### config.mk
export PLATFORM = sky130hd
export DESIGN_NAME = rise_stamp_digitizer
export DESIGN_NICKNAME = d
export VERILOG_FILES = /design/src/rtl/rsd_pkg.sv /design/src/rtl/rsd_edge_sync.sv /design/src/rtl/rsd_prescale.sv /design/src/rtl/rsd_stamp_counter.sv /design/src/rtl/rsd_rise_ctr.sv /design/src/rtl/rise_stamp_digitizer.sv
export SDC_FILE = /design/constraint.sdc
export NUM_CORES = 1
export LEC_CHECK = 0
export ABC_AREA = 1
export CORE_UTILIZATION = 28
export CTS_BUF_LIST = sky130_fd_sc_hd__clkbuf_8 sky130_fd_sc_hd__clkbuf_16
export CTS_CLUSTER_DIAMETER = 120
export DETAILED_ROUTE_END_ITERATION = 10
export DONT_BUFFER_PORTS = 1
export PLACE_DENSITY = 0.52
export SLEW_MARGIN = 40
export SYNTH_ARGS = -nofsm -noshare
export SYNTH_HDL_FRONTEND = slang
export SYNTH_HIERARCHICAL = 1
export SYNTH_SLANG_ARGS = --single-unit
export TNS_END_PERCENT = 30
### constraint.sdc
create_clock -name clk -period 2 [get_ports clk]
set_clock_uncertainty 0.05 [all_clocks]
set_input_delay 0.6 -clock clk [delete_from_list [all_inputs] [get_ports clk]]
set_output_delay 0.6 -clock clk [all_outputs]
set_load 0.1 [all_outputs]
### src/rtl/rsd_pkg.sv
package rsd_pkg;
    localparam int RT_W   = 7;
    localparam int TS_W   = 12;
    localparam int SEL_W  = 2;
    localparam int PRE_W  = (1 << SEL_W) - 1;
    localparam int FREE_W = TS_W + PRE_W;

    typedef enum logic {
        ST_IDLE = 1'b0,
        ST_MEAS = 1'b1
    } meas_state_e;

    typedef struct packed {
        logic [RT_W-1:0] rise;
        logic [TS_W-1:0] stamp;
    } meas_codes_t;

    function automatic logic [RT_W-1:0] sat_inc(input logic [RT_W-1:0] v, input logic en);
        return (en && (v != '1)) ? RT_W'(v + 1'b1) : v;
    endfunction
endpackage

### src/rtl/rsd_edge_sync.sv
module rsd_edge_sync #(
    parameter int N = 2
) (
    input  logic         clk,
    input  logic         rst,
    input  logic [N-1:0] async_in,
    output logic [N-1:0] rise_pulse
);
    for (genvar g = 0; g < N; g++) begin : g_lane
        logic [2:0] sh_q;
        always_ff @(posedge clk) begin
            if (rst) sh_q <= '0;
            else     sh_q <= {sh_q[1:0], async_in[g]};
        end
        assign rise_pulse[g] = sh_q[1] & ~sh_q[2];
    end
endmodule

### src/rtl/rsd_prescale.sv
module rsd_prescale
    import rsd_pkg::*;
(
    input  logic             clk,
    input  logic             rst,
    input  logic             run,
    input  logic [SEL_W-1:0] sel,
    output logic             tick
);
    logic [PRE_W-1:0] cnt_q, cnt_nxt, mask;

    always_comb begin
        cnt_nxt = cnt_q + 1'b1;
        mask    = ~({PRE_W{1'b1}} << sel);
        tick    = run && ((cnt_nxt & mask) == '0);
    end

    always_ff @(posedge clk) begin
        if (rst || !run) cnt_q <= '0;
        else             cnt_q <= cnt_nxt;
    end
endmodule

### src/rtl/rsd_stamp_counter.sv
module rsd_stamp_counter
    import rsd_pkg::*;
(
    input  logic             clk,
    input  logic             rst,
    input  logic [SEL_W-1:0] sel,
    output logic [TS_W-1:0]  stamp_now
);
    logic [FREE_W-1:0] free_q;

    always_ff @(posedge clk) begin
        if (rst) free_q <= '0;
        else     free_q <= free_q + 1'b1;
    end

    assign stamp_now = TS_W'(free_q >> sel);
endmodule

### src/rtl/rsd_rise_ctr.sv
module rsd_rise_ctr
    import rsd_pkg::*;
#(
    parameter int TIMEOUT_CYC = 1024,
    localparam int TO_W = $clog2(TIMEOUT_CYC + 1)
) (
    input  logic            clk,
    input  logic            rst,
    input  logic            start_evt,
    input  logic            stop_evt,
    input  logic            tick,
    input  logic [TS_W-1:0] stamp_now,
    output logic            busy,
    output logic [RT_W-1:0] acc,
    output meas_codes_t     codes,
    output logic            done
);
    meas_state_e     state_q;
    logic [TO_W-1:0] elapsed_q, elapsed_nxt;
    logic [RT_W-1:0] acc_q, acc_nxt;
    logic            timeout_hit;

    always_comb begin
        elapsed_nxt = elapsed_q + 1'b1;
        acc_nxt     = sat_inc(acc_q, tick);
        timeout_hit = (elapsed_nxt == TO_W'(TIMEOUT_CYC));
    end

    always_ff @(posedge clk) begin
        if (rst) begin
            state_q   <= ST_IDLE;
            elapsed_q <= '0;
            acc_q     <= '0;
            codes     <= '0;
            done      <= 1'b0;
        end else begin
            done <= 1'b0;
            case (state_q)
                ST_IDLE: begin
                    if (start_evt) begin
                        state_q   <= ST_MEAS;
                        elapsed_q <= '0;
                        acc_q     <= '0;
                        codes     <= '0;
                    end
                end
                ST_MEAS: begin
                    elapsed_q <= elapsed_nxt;
                    acc_q     <= acc_nxt;
                    if (stop_evt) begin
                        codes.rise  <= acc_nxt;
                        codes.stamp <= stamp_now;
                        done        <= 1'b1;
                        state_q     <= ST_IDLE;
                    end else if (timeout_hit) begin
                        codes.rise  <= '1;
                        done        <= 1'b1;
                        state_q     <= ST_IDLE;
                    end
                end
                default: state_q <= ST_IDLE;
            endcase
        end
    end

    assign busy = (state_q == ST_MEAS);
    assign acc  = acc_q;
endmodule

### src/rtl/rise_stamp_digitizer.sv
module rise_stamp_digitizer
    import rsd_pkg::*;
#(
    parameter int TIMEOUT_CYC = 1024
) (
    input  logic             clk,
    input  logic             rst,
    input  logic             start_cmp,
    input  logic             stop_cmp,
    input  logic [SEL_W-1:0] rt_sel,
    input  logic [SEL_W-1:0] ts_sel,
    output logic [RT_W-1:0]  rise_code,
    output logic [TS_W-1:0]  stamp_code,
    output logic             done
);
    logic [1:0]      edge_evt;
    logic            busy, tick;
    logic [RT_W-1:0] acc;
    logic [TS_W-1:0] stamp_now;
    meas_codes_t     codes;

    rsd_edge_sync #(.N(2)) u_sync (
        .clk        (clk),
        .rst        (rst),
        .async_in   ({stop_cmp, start_cmp}),
        .rise_pulse (edge_evt)
    );

    rsd_prescale u_pre (
        .clk  (clk),
        .rst  (rst),
        .run  (busy),
        .sel  (rt_sel),
        .tick (tick)
    );

    rsd_stamp_counter u_stamp (
        .clk       (clk),
        .rst       (rst),
        .sel       (ts_sel),
        .stamp_now (stamp_now)
    );

    rsd_rise_ctr #(.TIMEOUT_CYC(TIMEOUT_CYC)) u_ctr (
        .clk       (clk),
        .rst       (rst),
        .start_evt (edge_evt[0]),
        .stop_evt  (edge_evt[1]),
        .tick      (tick),
        .stamp_now (stamp_now),
        .busy      (busy),
        .acc       (acc),
        .codes     (codes),
        .done      (done)
    );

    assign rise_code  = codes.rise;
    assign stamp_code = codes.stamp;
endmodule

==> reports/results.ini <==
[outcome]
status = completed

[clock_network]
clkTransAtPathRegs_ns = 0.05
cts_sinks = 63
clkLatencyLatePin_ns = 0.33
cts_tree = built
postCtsHoldBufs = 0
clk_path_buf_depth = 2
numCtsBuffers = 9
htree_num_levels = 3
cts_root_buf = clkbuf_16

[global_routing]
grt_max_degree = 31
met1_usage = 0.1768
grt_pass1_wl_mm = 12.91
use_met2 = 0.2214
top_usage_layer = met2
gr-usage-all-layers = 0.1405
grt_pass1_vias = 2821
antenna_found_initial = 0
overflow = 0
grt_use_met3 = 0.03616

[timing]
slew_headroom = 0.7061
rsz0062_at_grt = false
tns_ns = 0
min_period_ns = 1.799
finalSetupViolCount = 0
tightestPinTransition_ns = 0.4403
fin_crit_sh = 0.8995
hold_violations = 0
worst_slack_ns = 0.2010
drv_slew = 0
clock.fmax_mhz = 555.9
whs_ns = 0.2860

[layout]
syn2layout_area_growth_pct = 18.86
fin_cells = 663
fin_util = 0.3406
nNetsFinal = 528
layout-drive-gt1-share = 0.1481
diodes = 0
fin_area_um2 = 3872

[floorplan]
core_um2 = 11370
die_h_um = 109.9
start_util = 0.2866
pin_count = 28
row_count = 39
fp.dieW_um = 109.9
dieArea_um2 = 12070

[drt]
vias_per_cell = 4.537
drtIter0Drc = 193
vias = 3008
wl_per_cell_um = 11.57
dr.pass1.iters = 4
antenna_left = 0
drc = 0
wl_mm = 7.671

[power]
clkPwrFrac = 0.479
pwr-share-comb = 0.090
power.switching_mw = 0.7430
p_int_mw = 2.268
power_frac_seq = 0.431
power_mw = 3.011
swShare = 0.2467
p_per_area_nw_per_um2 = 777.6
leakage_nw = 1.483
vdd_drop_max_uv = 315.0

[place]
dpl_cell_area_um2 = 3568
hpwl_mm = 5.547
gp_congestion = 0.8331
port-buffer-count = 0
dpl.cell_count = 648
dp_slack_ns = 0.03496

[synth]
synthSimpleGateAreaFrac = 0.3495
syn_nets = 506
synth_compound_area_frac = 0.1436
synth_edf_count = 0
synth_warnings = 6
synth_top_area_share = 0.3871
synth_cell_types = 29
synthFlopType = dfxtp_1
synth_area_per_cell_um2 = 6.595
seq_area_frac_synth = 0.3871
synthMuxAreaShare = 0.003072
synth.most_common_cell = nand2_1
yosys.area_share.xor_xnor = 0.008065
synth-adder-area-share = 0.01536
synth_top_family_by_area = simple AND/OR/NAND/NOR gates
postSynthCellCount = 494
synthArstFlopShare = 0
synth_top_area_cell = dfxtp_1
synth_seq_cells = 63
yosys-top-cells-area = dfxtp_1 (39%), nand2_1 (17%), inv_1 (7.3%)
synth_area_um2 = 3258
netlist_top_cells_count = nand2_1 (147), dfxtp_1 (63), inv_1 (63), nor2_1 (45), o21ai_0 (43)

[critical_path]
cp.required_ns = 2.17
r2r-start = u_pre/cnt_q[0]$_SDFF_PP0_
ff2ff_path_depth = 11
crit_type = flip-flop to flip-flop
r2r_slack_ns = 0.20
r2r-end = u_ctr/codes[15]$_SDFFE_PP0P_
path_max_fanout = 6
start_kind = flip-flop
crit_start = u_pre/cnt_q[0]$_SDFF_PP0_
cp.arrival_ns = 1.97
end_kind = flip-flop

[run]
max_cap_viol_count = 0

[worst_hold_path]
holdPathEnd = u_stamp/free_q[1]$_SDFF_PP0_
hp-start = rst
holdPathStages = 1
min_path_type = primary input to flip-flop

==> cell usage in the layout (no fill, tap or decap), types with 3 or more instances in the layout <==
master       n
buf_4       26
ha_1         3
nor2_1      42
nand4_1      5
nor2_4       4
dfxtp_1     62
nand3_1     38
nand2_2      6
a21oi_2      8
clkbuf_8     3
inv_1       66
o21ai_0     43
nand2_1    147
clkbuf_16    9
nor2_2      11
a21oi_1     27
==> state kept, by name (all words and copies together) (netlist names) <==
name	flops
u_sync/g_lane.sh_q	6
u_ctr/elapsed_q	11
u_stamp/free_q	15
u_ctr/acc	7
u_ctr/done	1
u_pre/cnt_q	3
u_ctr/codes	19
u_ctr/busy	1
==> layout make-up <==
| class | count | area [um2] |
|---|---|---|
| Clock buffer | 12 | 266.5 |
| Clock inverter | 3 | 11.26 |
| Fill cell | 1224 | 7497 |
| Inverter | 64 | 240.2 |
| Multi-Input combinational cell | 352 | 1718 |
| Sequential cell | 63 | 1262 |
| Tap cell | 143 | 178.9 |
| Timing Repair Buffer | 26 | 195.2 |
==> worst max-delay path, cell delays in order, from the launching register on <==
cell,delay [ns]
dfxtp_1,0.33
ha_1,0.31
a21oi_1,0.15
nand2_1,0.08
nor2_2,0.14
inv_1,0.09
nor2_4,0.17
nand2_1,0.08
nand3_1,0.10
nand2_1,0.06
nand2_1,0.08
a21oi_2,0.04
==> logic make-up (layout without fill, tap and decap cells) <==
group | count (synthesis) | in the layout
adders and majority gates | 4 | 4
buffers and inverters | 79 | 105
DFF | 63 | 63
AOI/OAI and AO/OA | 84 | 84
muxes | 1 | 1
xor gates and xnor gates | 3 | 3
and+or+nand+nor | 260 | 260
==> power groups by stage <==
| stage | Combinational [mW] | Sequential [mW] | Clock [mW] |
|---|---|---|---|
| after global routing | 0.296 | 1.30 | 1.55 |
| after global placement | 0.268 | 1.32 | 0 |
| after floorplan | 0.130 | 1.41 | 0 |
| after CTS | 0.271 | 1.30 | 1.48 |
| final | 0.271 | 1.30 | 1.44 |
| after detailed placement | 0.270 | 1.32 | 0 |
==> metal layers <==
layer  vias up  wire length, um
met1      1351             3680
met5         -                0
met3        14              246
met4         0              179
li1       1603                -
met2        40             3565
==> repair_timing <==
action	in CTS	in global routing
setup buffers	0	0
endpoints found under the setup margin	0	25
resized for setup	0	7
==> worst max path at each step <==
stage	cells after the start	to	slack, ns
2_1_floorplan	11	u_ctr/codes[17]$_SDFFE_PP0P_	0.27
3_3_place_gp	11	u_ctr/codes[16]$_SDFFE_PP0P_	0.09
3_5_place_dp	11	u_ctr/codes[15]$_SDFFE_PP0P_	0.03
4_1_cts	11	u_ctr/codes[15]$_SDFFE_PP0P_	0.02
5_1_grt	11	u_ctr/codes[14]$_SDFFE_PP0P_	0.02
6_report	11	u_ctr/codes[15]$_SDFFE_PP0P_	0.20
Power figures use the tool's default switching activity.
